## config.mk

```make
export PLATFORM = sky130hd
export DESIGN_NAME = tag_tracker
export DESIGN_NICKNAME = d
export VERILOG_FILES = /design/src/rtl/tag_trk_pkg.sv /design/src/rtl/tag_ctrl.sv /design/src/rtl/tag_datapath.sv /design/src/rtl/tag_tracker.sv
export SDC_FILE = /design/constraint.sdc
export NUM_CORES = 1
export LEC_CHECK = 0
export ABC_AREA = 1
export CORE_MARGIN = 3
export CORE_UTILIZATION = 40
export CTS_CLUSTER_SIZE = 20
export DETAILED_ROUTE_END_ITERATION = 7
export GPL_TIMING_DRIVEN = 0
export PLACE_DENSITY = 0.57
export SKIP_LAST_GASP = 1
export SYNTH_ARGS = -nofsm -noshare
export SYNTH_HDL_FRONTEND = slang
export SYNTH_SLANG_ARGS = --single-unit
```

## constraint.sdc

```tcl
create_clock -name clk -period 12.8 [get_ports clk]
set_clock_uncertainty 0.2 [all_clocks]
set_input_delay 3.84 -clock clk [delete_from_list [all_inputs] [get_ports clk]]
set_output_delay 3.84 -clock clk [all_outputs]
set_load 0.01 [all_outputs]
```

## src/rtl/tag_trk_pkg.sv

```systemverilog
package tag_trk_pkg;

  typedef struct packed {
    logic apply;    // an access is accepted this cycle
    logic isHit;    // accepted access hits
    logic doEvict;  // accepted access replaces a valid line
  } ctrlStrobes_t;

endpackage

```

## src/rtl/tag_ctrl.sv

```systemverilog
module tag_ctrl
  import tag_trk_pkg::*;
#(
  parameter int NUM_WAYS = 4,
  parameter int WAY_W    = (NUM_WAYS > 1) ? $clog2(NUM_WAYS) : 1
) (
  input  logic                clk,
  input  logic                rst,
  input  logic                reqFire,
  input  logic [NUM_WAYS-1:0] hitVec,
  input  logic [NUM_WAYS-1:0] validVec,
  input  logic [NUM_WAYS-1:0] accVec,
  output ctrlStrobes_t        strobes,
  output logic [WAY_W-1:0]    wayIdx
);

  logic [WAY_W-1:0] hitIdx, freeIdx, coldIdx;
  logic             anyHit, haveFree, haveCold;

  // Descending scan leaves the lowest qualifying way in each index.
  always_comb begin
    hitIdx   = '0;
    freeIdx  = '0;
    coldIdx  = '0;
    haveFree = 1'b0;
    haveCold = 1'b0;
    for (int w = NUM_WAYS - 1; w >= 0; w--) begin
      if (hitVec[w]) hitIdx = WAY_W'(w);
      if (!validVec[w]) begin
        freeIdx  = WAY_W'(w);
        haveFree = 1'b1;
      end
      if (!accVec[w]) begin
        coldIdx  = WAY_W'(w);
        haveCold = 1'b1;
      end
    end
  end

  assign anyHit = |hitVec;

  always_comb begin
    if (anyHit)        wayIdx = hitIdx;
    else if (haveFree) wayIdx = freeIdx;
    else if (haveCold) wayIdx = coldIdx;
    else               wayIdx = '0;
  end

  always_comb begin
    strobes.apply   = reqFire;
    strobes.isHit   = reqFire && anyHit;
    strobes.doEvict = reqFire && !anyHit && !haveFree;
  end

  AST_HIT_UNIQUE: assert property (@(posedge clk) disable iff (rst)
    reqFire |-> $onehot0(hitVec));

endmodule

```

## src/rtl/tag_datapath.sv

```systemverilog
module tag_datapath
  import tag_trk_pkg::*;
#(
  parameter int NUM_SETS    = 2,
  parameter int NUM_WAYS    = 4,
  parameter int BLOCK_BYTES = 4,
  parameter int ADDR_W      = 32,
  parameter int CNT_W       = 32,
  parameter int WAY_W       = (NUM_WAYS > 1) ? $clog2(NUM_WAYS) : 1
) (
  input  logic                clk,
  input  logic                rst,
  input  logic [ADDR_W-1:0]   reqAddr,
  input  ctrlStrobes_t        strobes,
  input  logic [WAY_W-1:0]    wayIdx,
  output logic [NUM_WAYS-1:0] hitVec,
  output logic [NUM_WAYS-1:0] validVec,
  output logic [NUM_WAYS-1:0] accVec,
  output logic                respValid,
  output logic                respHit,
  output logic                respEvict,
  output logic [WAY_W-1:0]    respWay,
  output logic [CNT_W-1:0]    hitCount,
  output logic [CNT_W-1:0]    missCount,
  output logic [CNT_W-1:0]    evictCount
);

  localparam int OFFSET_W = $clog2(BLOCK_BYTES);
  localparam int SET_BITS = $clog2(NUM_SETS);
  localparam int TAG_W    = ADDR_W - OFFSET_W - SET_BITS;

  logic [NUM_SETS-1:0][NUM_WAYS-1:0] validQ;
  logic [NUM_SETS-1:0][NUM_WAYS-1:0] accQ;
  logic [TAG_W-1:0]                  tagQ [NUM_SETS][NUM_WAYS];

  logic [SET_BITS-1:0] setIdx;
  logic [TAG_W-1:0]    reqTag;
  logic [NUM_WAYS-1:0] wayMask, mergedAcc, nextAcc;
  logic                unusedOffset;

  assign setIdx       = reqAddr[OFFSET_W +: SET_BITS];
  assign reqTag       = reqAddr[ADDR_W-1 -: TAG_W];
  assign unusedOffset = ^reqAddr[OFFSET_W-1:0];

  assign validVec = validQ[setIdx];
  assign accVec   = accQ[setIdx];

  for (genvar w = 0; w < NUM_WAYS; w++) begin : g_cmp
    assign hitVec[w] = validQ[setIdx][w] && (tagQ[setIdx][w] == reqTag);
  end

  // Touch the chosen way; fold back to just that way when the set saturates.
  assign wayMask   = NUM_WAYS'(1) << wayIdx;
  assign mergedAcc = accVec | wayMask;
  assign nextAcc   = (&mergedAcc) ? wayMask : mergedAcc;

  always_ff @(posedge clk) begin
    if (rst) begin
      validQ     <= '0;
      accQ       <= '0;
      respValid  <= 1'b0;
      respHit    <= 1'b0;
      respEvict  <= 1'b0;
      respWay    <= '0;
      hitCount   <= '0;
      missCount  <= '0;
      evictCount <= '0;
    end else begin
      respValid <= strobes.apply;
      if (strobes.apply) begin
        validQ[setIdx][wayIdx] <= 1'b1;
        accQ[setIdx]           <= nextAcc;
        respHit                <= strobes.isHit;
        respEvict              <= strobes.doEvict;
        respWay                <= wayIdx;
        if (strobes.isHit) hitCount  <= hitCount + 1'b1;
        else               missCount <= missCount + 1'b1;
        if (strobes.doEvict) evictCount <= evictCount + 1'b1;
      end
    end
  end

  always_ff @(posedge clk) begin
    if (!rst && strobes.apply && !strobes.isHit)
      tagQ[setIdx][wayIdx] <= reqTag;
  end

  if (NUM_WAYS > 1) begin : g_accChk
    for (genvar s = 0; s < NUM_SETS; s++) begin : g_set
      AST_NO_ALL_ACCESSED: assert property (@(posedge clk) disable iff (rst)
        !(&accQ[s]));
    end
  end

  AST_EVICT_ONLY_FULL: assert property (@(posedge clk) disable iff (rst)
    strobes.doEvict |-> (&validVec));

  AST_EVICT_NOT_HIT: assert property (@(posedge clk) disable iff (rst)
    respEvict |-> !respHit);

  AST_ONE_COUNT_PER_ACCESS: assert property (@(posedge clk) disable iff (rst)
    strobes.apply |=> (hitCount + missCount) == $past(hitCount + missCount) + 1'b1);

  AST_IDLE_COUNTS_STABLE: assert property (@(posedge clk) disable iff (rst)
    !strobes.apply |=> $stable(hitCount) && $stable(missCount) && $stable(evictCount));

endmodule

```

## src/rtl/tag_tracker.sv

```systemverilog
module tag_tracker
  import tag_trk_pkg::*;
#(
  parameter int NUM_SETS    = 2,
  parameter int NUM_WAYS    = 4,
  parameter int BLOCK_BYTES = 4,
  parameter int CNT_W       = 32,
  parameter int WAY_W       = (NUM_WAYS > 1) ? $clog2(NUM_WAYS) : 1
) (
  input  logic             clk,
  input  logic             rst,
  input  logic             reqValid,
  output logic             reqReady,
  input  logic             reqWrite,
  input  logic [31:0]      reqAddr,
  input  logic [7:0]       reqSize,
  output logic             respValid,
  output logic             respHit,
  output logic             respEvict,
  output logic [WAY_W-1:0] respWay,
  output logic [CNT_W-1:0] hitCount,
  output logic [CNT_W-1:0] missCount,
  output logic [CNT_W-1:0] evictCount
);

  ctrlStrobes_t        strobes;
  logic [WAY_W-1:0]    wayIdx;
  logic [NUM_WAYS-1:0] hitVec, validVec, accVec;
  logic                reqFire;
  logic                unusedReq;

  assign reqReady  = 1'b1;
  assign reqFire   = reqValid && reqReady;
  // Loads and stores share one path; size never changes the lookup.
  assign unusedReq = reqWrite ^ (^reqSize);

  tag_ctrl #(
    .NUM_WAYS (NUM_WAYS),
    .WAY_W    (WAY_W)
  ) ctrl_i (
    .clk      (clk),
    .rst      (rst),
    .reqFire  (reqFire),
    .hitVec   (hitVec),
    .validVec (validVec),
    .accVec   (accVec),
    .strobes  (strobes),
    .wayIdx   (wayIdx)
  );

  tag_datapath #(
    .NUM_SETS    (NUM_SETS),
    .NUM_WAYS    (NUM_WAYS),
    .BLOCK_BYTES (BLOCK_BYTES),
    .ADDR_W      (32),
    .CNT_W       (CNT_W),
    .WAY_W       (WAY_W)
  ) dp_i (
    .clk        (clk),
    .rst        (rst),
    .reqAddr    (reqAddr),
    .strobes    (strobes),
    .wayIdx     (wayIdx),
    .hitVec     (hitVec),
    .validVec   (validVec),
    .accVec     (accVec),
    .respValid  (respValid),
    .respHit    (respHit),
    .respEvict  (respEvict),
    .respWay    (respWay),
    .hitCount   (hitCount),
    .missCount  (missCount),
    .evictCount (evictCount)
  );

  AST_READY_HIGH: assert property (@(posedge clk) disable iff (rst)
    reqReady);

endmodule

```

# After elaboration in Yosys (flattened, before gate mapping)
# Memories as Yosys holds them, arrays and structs flattened.
# Cells that the tools add are included.
[totals]
regBits = 117
mem_bits_rw = 232
inputBits = 44
out_inout_bits = 102
elab_cells = 90
n_memories = 1
[classes]
n_addsub = 3
n_lt_le_gt_ge = 6
eq_ne = 4
shifts = 1
mux = 39
bitwise_logic = 4
reduce_logical = 21
[memory_table]
columns = ["memory", "words", "word_bits", "rd", "rd_ports_with_merged_regs", "write_ports", "line", "text"]
rows = [
  ["dp_i.tagQ", 2, 116, 1, 0, 1, "tag_datapath.sv:34", "logic [TAG_W-1:0] tagQ [NUM_SETS][NUM_WAYS];"],
]
[ops]
columns = ["op", "n"]
rows = [
  ["equality test 29 bit", 4],
  ["2-to-1 mux 116 bit", 1],
  ["adder 32 x 1 -> 32 bit (second input constant)", 3],
  ["demux 29 bit (select 2 bit)", 1],
  ["2-to-1 mux 2 bit", 15],
  ["2-to-1 mux 29 bit", 1],
  ["2-to-1 mux 4 bit", 7],
  ["logical AND 1 bit", 12],
  ["2-to-1 mux 1 bit", 10],
  ["bitwise mux 8 bit", 1],
  ["demux 4 bit (select 1 bit)", 2],
  ["bitwise OR 8 bit", 1],
  ["AND reduction 2 bit", 3],
  ["logical NOT 1 bit", 4],
  ["bitwise OR 4 bit", 1],
  ["AND reduction 4 bit", 1],
  ["OR reduction 4 bit", 1],
  ["<< shifter 1 x 2 -> 4 bit (first input constant)", 1],
  [">= comparator 3 bit (second input constant)", 1],
  ["< comparator 2 x 3 -> 1 bit (second input constant)", 1],
  ["< comparator 3 x 1 -> 1 bit (second input constant)", 1],
  ["NOT 2 -> 3 bit", 1],
  ["demux 1 bit (select 2 bit)", 1],
  [">= comparator 2 x 1 -> 1 bit (second input constant)", 1],
  ["3 further kinds", 3],
]

# Depth between registers and ports, before layout
# Gate-level depths: netlist (run 1).
[logic_depth]
word_depth = 16
depth_mapped = 24
depth_no_buf = 21

# Hierarchy
# From an unflattened synthesis (run 1), not the netlist that was laid out.
[unflattened]
cells_unflattened = 2117
hier_area_um2 = 16754.8
[by_module_without_submodules]
columns = ["module", "n_inst", "cells_per_inst", "area_each_um2", "seq_area_each_um2"]
rows = [
  ["tag_datapath", 1, 2083, 16592.2, 9308.9],
  ["tag_ctrl", 1, 32, 151.4, 0.0],
  ["tag_tracker", 1, 2, 11.3, 0.0],
]

# Least setup slack after synthesis (run 1)
# OpenSTA, ideal clock, no wires.
[synth_timing]
path_kind = "input to register"
from = "input port reqAddr[2]"
to = "memory dp_i.tagQ[0][100] (netlist name) (enable)"
setup_ns = 0.415
t_arrival_ns = 6.752
required_time_ns = 12.185
path_slack_ns = 5.433
cell_stages = 16
path_buffers = 2
cell_sequence = "buf_4 > buf_4 > or2_2 > nand3_1 > nand2_1 > nor2_1 > nand2_1 > nor2_1 > nand2_1 > nor2_2 > nor2_8 > nand2_1 > nand3_1 > inv_1 > nand2_1 > nor2_1"
[synth_between]
elab_chain_cells = 15
elab_cells_between_ends = 48
[synth_rtl]
columns = ["item", "line", "text"]
rows = [
  ["start: declaration", "tag_tracker.sv:15", "input logic [31:0] reqAddr,"],
  ["parallel branches: the longest is 15 deep, another holds memory read (2 x 116 bit)", "n/a", ""],
  ["end: declaration", "tag_datapath.sv:34", ""],
]
# Several ways; the timed one is not identified. The select of a mux whose other input is x is not followed.

# Worst setup path after layout (run 1)
[layout_timing]
from = "input port reqAddr[2]"
to = "memory dp_i.tagQ[0][94] (netlist name) (enable)"
# The elaborated chain is that of the path after synthesis.

==> key figures, run 1 <==
Placement
  • Gp weighted congestion: approximately 0.94
  • Post-Place Setup Slack: 4.66 ns
  • DPL Wire Length: roughly 50,000 um
  • Buffers added on ports: 130

STA
  • Least-Margin Pin Slew: roughly 1.1 ns
  • Setup ws final: ~5.2 ns
  • Slew Viols, Final: 0
  • Tmin final: 7.63 ns
  • Setup tns final: 0 ns
  • Max Clk Rate: approximately 0.13 GHz
  • Final count of hold timing violations: 0
  • Setup Viol. Count Final: 0
  • RSZ-0062 raised after global routing: false
  • Relative slew slack: 0.280
  • Final period util: 0.596

Critical path
  • Startpoint Class: input pin
  • Crit-path cells: buf_4, clkbuf_1, nand2_1, nand3_1, nand2_1, nor2_1, nand2_1, nor2_1, nand2_1, nor2_4, nor2_8, nand2_1, nand3_1, inv_1, nand2_1, nor2_4, buf_12
  • WP data arrival: just under 8 ns
  • CP peak stage delay: between 0.8 and 0.9 ns
  • Slowest CP cell: clkbuf_1
  • Reg2Reg Depth: 15
  • Cell mode on critical path: nand2_1
  • Critical Path RT: 12.86 ns
  • Critical path capture point type: flip-flop
  • Crit path kind: input pin to flip-flop
  • CP max FO: 15

Floorplan
  • Die footprint: 0.0469 mm2
  • Num ports: 146
  • Die W: between 200 and 250 um
  • Initial Utilization: 0.408
  • Num rows: between 70 and 80
  • Core ar.: 0.0435 mm2
  • Die Y: roughly 220 um

Clocking
  • CTS buffer count: 40
  • Root Buffer: clkbuf_16
  • CTS Buffer Depth: 3
  • CTS Sinks: between 300 and 400
  • Post-CTS sizing: 0
  • Hold buffer count at CTS: 0
  • Post-CTS Setup Repair Bufs: 0
  • Clk_lat worst skew: around 0.57 ns
  • TritonCTS clock tree: built
  • # H-tree levels: 2
  • Clock transition at path regs: around 0.060 ns

Power and ir drop
  • VDD IR max: between 0.00009 and 0.0001 V
  • Pwr Density: 120 mW/mm2
  • Leak Pwr: between 8 and 9 nW

Finish
  • Nets: 2,546
  • Filler Cells Inserted: 4,200
  • Layout cells sized above 1: 0.0495
  • Area growth syn-to-layout: 19.5%

Route
  • Final wirelength: about 66,000 um
  • # DRC: 0
  • DR iter-0 viols: between 1,500 and 2,000
  • Via count: roughly 16,000
  • Via density: approximately 5.2
  • Wire per inst: ~21 um
  • 1st-pass router iterations: 7
  • Post-route ant nets: 0

Synthesis
  • Synth warnings: 0
  • Top cell type's share of synthesized area: 0.393
  • EDFF count, synth: roughly 230
  • #FFs+latches synth: roughly 350
  • Post-synthesis sequential area ratio: 0.525
  • Synth Net Count: 2,366
  • Mapped Cells: 2,319
  • Synth cell count leaders: nand2_1, nor2_1, inv_1
  • Cell with the most instances after synthesis: nand2_1
  • Synth Flop Type: edfxtp_1
  • Main area contributors after synthesis: edfxtp_1, nand2_1, dfxtp_1, nand3_1, nor2_1
  • Avg Cell Area, Syn: about 7.6 um2
  • Leading area contributor after synthesis: edfxtp_1
  • Synth async-reset ratio: 0
  • Mapped Area: roughly 0.018 mm2
  • Post-synth cell types: 44

GRT
  • Largest net degree at the start of global routing: 22
  • Vias in the first global route: roughly 15,000
  • Grt total ovfl: 0
  • First-pass GRT wire length: around 95,000 um
  • Initial antenna violation count: 3
  • Gr usage total: 0.276

Min path
  • Worst hold path type: flip-flop to flip-flop
  • Hold path depth: 2

Outcome
  • Status: complete, no violations

Flow run
  • Maxcap violations: 0
==> state kept, by name, summed over array words and instances, names as in the netlist <==
register / count
dp_i.accQ: 8
dp_i.tagQ: 232
dp_i.respEvict: 1
dp_i.validQ: 8
dp_i.hitCount: 32
dp_i.respWay: 2
dp_i.respHit: 1
dp_i.missCount: 32
dp_i.respValid: 1
dp_i.evictCount: 32
==> final timing paths <==
path / from / end / slack [ns]
worst max register to register: dp_i.validQ[0] / dp_i.tagQ[0][94] / 8.62
worst min-delay path: dp_i.validQ[1] / dp_i.validQ[1] / 0.26
worst max-delay path: reqAddr[2] / dp_i.tagQ[0][94] / 5.17
worst min register to register: dp_i.validQ[1] / dp_i.validQ[1] / 0.26
==> cell families (layout without fill, tap and decap cells) <==
family                     Yosys count  count (layout)  share of synthesized area
other                                1               2                   0.000211
DFF                                349             349                      0.525
and+or+nand+nor                   1498            1498                      0.352
AOI/OAI and AO/OA                  149             149                     0.0442
adders and majority gates            3               3                    0.00212
buffers and inverters              306             512                     0.0699
muxes                                1               1                   0.000564
xor gates and xnor gates            12              12                    0.00593
==> worst max-delay path, delay by kind of cell <==
family / cells / cell delay, ns
buffers and inverters: 4 / 1.37
AND/OR/NAND/NOR: 13 / 2.43
==> per-stage QoR <==
stage | power (W) | hold slack, ns | instance area, um2 | utilization | std cells
floorplan | 0.00137 | 0.231 | 17700 | - | 2319
global placement | 0.00147 | 0.247 | 19800 | 0.455 | 3034
detailed placement | 0.00148 | 0.250 | 20000 | 0.460 | 3042
CTS | 0.00256 | 0.260 | 21200 | 0.488 | 3110
global route | 0.00263 | 0.274 | 21200 | 0.488 | 3110
finish | 0.00255 | 0.262 | 21200 | 0.488 | 3111
==> layout by cell type, fill, tap and decap left out, types with 8 or more instances in the layout <==
cell type        instances
buf_4                   14
a21oi_1                 67
clkbuf_1                30
xor2_1                  11
buf_2                   13
nor3_1                  31
nor2_4                  12
clkbuf_16               42
edfxtp_1               232
clkdlybuf4s50_1        130
o21ai_0                 63
inv_1                  251
nand4_1                 51
nand3_1                227
nor2_1                 258
dfxtp_1                117
nand2_1                884
nor4_1                   8
==> per-layer routing <==
metal  up-vias  track usage  wire [um]
li1       7880            -          -
met1      7635        0.397      29900
met2       645        0.420      28700
met3       125       0.0592       5300
met4         6       0.0801       1890
met5         -            0         40
==> power by group <==
group / internal [W] / switching, W / total [W]
combinational: 0.0000619 / 0.000180 / 0.000242
sequential: 0.00121 / 0.00000426 / 0.00122
clock: 0.000623 / 0.000464 / 0.00109
total: 0.00190 / 0.000648 / 0.00255
==> cell type report <==
| class | count | area (um2) | share of cell area |
|---|---|---|---|
| Timing Repair Buffer | 138 | 1470 | 0.0693 |
| Tap cell | 585 | 732 | 0.0345 |
| Buffer | 50 | 279 | 0.0132 |
| Inverter | 256 | 961 | 0.0453 |
| Clock buffer | 54 | 1100 | 0.0520 |
| Antenna cell | 1 | 2.50 | 0.000118 |
| Sequential cell | 349 | 9310 | 0.439 |
| Clock inverter | 14 | 100 | 0.00472 |
| Multi-Input combinational cell | 1664 | 7250 | 0.342 |
No activity file was read; power rests on OpenSTA's default activity.
==> run 2: changes to the inputs <==
==> constraint.sdc (replaced) <==
create_clock -name clk -period 7.6 [get_ports clk]
set_clock_uncertainty 0.2 [all_clocks]
set_input_delay 2.28 -clock clk [delete_from_list [all_inputs] [get_ports clk]]
set_output_delay 2.28 -clock clk [all_outputs]
set_load 0.01 [all_outputs]
==> results of run 2 <==
The final DEF is identical to that of run 1. Status: complete, no violations.
Main changes from that run: setup slack after placement 4.66 ns -> 1.02 ns; setup slack after layout 5.17 ns -> 1.53 ns; register-to-register setup slack 8.62 ns -> 3.42 ns; total power 0.00255 W -> 0.00429 W; worst IR drop on VDD 0.0000938 V -> 0.000158 V
==> run 3: changes to the inputs <==
==> constraint.sdc (replaced) <==
create_clock -name clk -period 5.7 [get_ports clk]
set_clock_uncertainty 0.2 [all_clocks]
set_input_delay 1.71 -clock clk [delete_from_list [all_inputs] [get_ports clk]]
set_output_delay 1.71 -clock clk [all_outputs]
set_load 0.01 [all_outputs]
==> run 3 against run 2 <==
Compared with the run above:
- via count rose by 0.14%
- setup slack worse by 1.3 ns
- flip-flop and latch count stayed put
- routed wire length increased by 0.12%
- highest routed layer unchanged
- sequential share of layout area about the same
- die area stayed put
- first-iteration DRC count is the same
==> key figures, run 3 (synthesized netlist as in run 1, its figures left out) <==
Critical path
  • FF-to-FF setup slack: 1.48 ns
  • Startpoint Class: input pin
  • R2r startpoint: dp_i.validQ[0]
  • Critical path capture point type: flip-flop
  • FF-to-FF End: dp_i.tagQ[0][94]
  • Reg2Reg Depth: 15 (unchanged)
  • Crit-path cells: buf_4, clkbuf_1, nand2_1, nand3_1, nand2_1, nor2_1, nand2_1, nor2_1, nand2_1, nor2_1, nor2_4, nand3_1, nand3_1, inv_1, nand2_1, nor2_4, buf_12
  • Crit path kind: input pin to flip-flop
  • Critical Path RT: 5.76 ns
  • CP peak stage delay: 0.74 ns (-0.07 ns)
  • CP max FO: 15 (unchanged)
  • WP data arrival: about 5.6 ns
  • Slowest CP cell: clkbuf_1
  • Cell mode on critical path: nand2_1

Floorplan
  • Die Y: 217 um (unchanged)
  • Num ports: 146 (unchanged)
  • Die W: 217 um (unchanged)
  • Initial Utilization: 0.408 (unchanged)
  • Die footprint: 0.0469 mm2 (unchanged)
  • Num rows: 76 (unchanged)
  • Core ar.: 0.0435 mm2 (unchanged)

STA
  • Setup Viol. Count Final: 0 (unchanged)
  • Final count of hold timing violations: 0 (unchanged)
  • Relative slew slack: 0.271 (-0.00956)
  • Slew Viols, Final: 0 (unchanged)
  • Least-Margin Pin Slew: 1.09 ns (+0.0143 ns)
  • Final period util: 0.963
  • Setup tns final: 0 ns (unchanged)
  • Max Clk Rate: between 0.15 and 0.2 GHz
  • RSZ-0062 raised after global routing: false
  • Setup ws final: between 0.2 and 0.25 ns
  • Tmin final: approximately 5.5 ns

Clocking
  • TritonCTS clock tree: built
  • Clk_lat worst skew: 0.57 ns (about the same)
  • # H-tree levels: 2 (unchanged)
  • Root Buffer: clkbuf_16
  • Clock transition at path regs: 0.06 ns (about the same)
  • Post-CTS sizing: 0 (unchanged)
  • CTS Buffer Depth: 3 (unchanged)
  • CTS buffer count: 40 (unchanged)
  • CTS Sinks: 349 (unchanged)
  • Hold buffer count at CTS: 0 (unchanged)
  • Post-CTS Setup Repair Bufs: 0 (unchanged)

Finish
  • Most frequent cells in the layout: nand2_1, nor2_1, inv_1
  • Layout cells sized above 1: 0.0499 (+0.000396)
  • Nets: 2,546 (unchanged)
  • Most common cell after layout, fill and taps aside: nand2_1
  • Most flop-heavy register: dp_i.tagQ
  • Filler Cells Inserted: 4,201 (+0.024%)
  • Max reg flops: 232 (unchanged)
  • Final instance area: 0.0212 mm2 (about the same)
  • Area growth syn-to-layout: 19.6% (about the same)

Outcome
  • Status: complete, no violations

Route
  • Via density: 5.24 (+0.14%)
  • 1st-pass router iterations: 7 (unchanged)
  • DR iter-0 viols: 1,693 (unchanged)
  • Via count: 16,300 (+0.14%)
  • Post-route ant nets: 0 (unchanged)
  • Wire per inst: 21.2 um (+0.12%)
  • # DRC: 0 (unchanged)
  • Final wirelength: 65,800 um (+0.12%)

Min path
  • Hold path endpoint: dp_i.validQ[1]
  • Min-delay src: dp_i.validQ[1]
  • Worst hold path type: flip-flop to flip-flop
  • Hold path depth: 2 (unchanged)

GRT
  • Met2 Use GR: 0.420 (unchanged)
  • Initial antenna violation count: 3 (unchanged)
  • GR peak layer: met2
  • Gr usage total: 0.276 (unchanged)
  • Largest net degree at the start of global routing: 22 (unchanged)
  • First-pass GRT wire length: 95,200 um (unchanged)
  • Vias in the first global route: 15,000 (unchanged)
  • Met3 Usage GRT: 0.0592 (unchanged)
  • GR Util met1: 0.397 (unchanged)
  • Grt total ovfl: 0 (unchanged)

Placement
  • Post-Place Setup Slack: -0.312 ns
  • Gp weighted congestion: 0.944 (unchanged)
  • DPL Wire Length: 49,000 um (unchanged)
  • Placed cell areas: 0.0200 mm2 (unchanged)
  • Buffers added on ports: 130 (unchanged)

Power and ir drop
  • Pwr Density: around 270 mW/mm2
  • Leak Pwr: 8.89 nW (about the same)
  • VDD IR max: about 0.00021 V

Flow run
  • Maxcap violations: 0 (unchanged)
## run 3: cell type report
| cell class | instances | area (um2) | share of cell area |
|---|---|---|---|
| Sequential cell | 349 | 9310 | 0.439 |
| Multi-Input combinational cell | 1664 | 7250 | 0.342 |
| Timing Repair Buffer | 138 | 1470 | 0.0693 |
| Clock buffer | 54 | 1100 | 0.0520 |
| Inverter | 256 | 961 | 0.0453 |
| Tap cell | 585 | 732 | 0.0345 |
| Buffer | 50 | 280 | 0.0132 |
| Clock inverter | 14 | 100 | 0.00472 |
| Antenna cell | 1 | 2.50 | 0.000118 |
## run 3: worst max-delay path by stage
stage / from / endpoint / slack [ns] / depth (start not counted)
after floorplan: reqAddr[2] / dp_i.tagQ[0][100] / 0.46 / 16
after global placement: reqAddr[2] / dp_i.tagQ[0][94] / -2.55 / 16
after detailed placement: reqAddr[2] / dp_i.tagQ[0][92] / -0.31 / 17
after CTS: reqAddr[2] / dp_i.tagQ[0][89] / 0.26 / 17
after global routing: reqAddr[2] / dp_i.tagQ[0][89] / 0.009 / 17
final: reqAddr[2] / dp_i.tagQ[0][94] / 0.21 / 17
## run 3: worst max-delay path, delay by kind of cell
kind | cells | cell delay (ns)
buf+inv | 4 | 1.30
simple gates | 13 | 2.50
## run 3: through the flow
| step | utilization | hold slack [ns] | power, W | instances |
|---|---|---|---|---|
| floorplan | - | 0.231 | 0.00307 | 2319 |
| global placement | 0.455 | 0.247 | 0.00331 | 3034 |
| detailed placement | 0.460 | 0.250 | 0.00332 | 3042 |
| CTS | 0.488 | 0.260 | 0.00574 | 3110 |
| global route | 0.488 | 0.274 | 0.00591 | 3110 |
| finish | 0.488 | 0.262 | 0.00572 | 3111 |
## run 3: report_power, final
group	switching (W)	internal [W]	total, W	leakage (nW)
logic	0.000405	0.000139	0.000544	5.26
registers	0.00000957	0.00273	0.00274	3.04
clock network	0.00104	0.00140	0.00244	0.595
## run 3: per-layer routing
layer	up-vias	wire length [um]
li1	7879	-
met1	7667	29800
met2	634	28700
met3	127	5360
met4	6	1940
met5	-	40
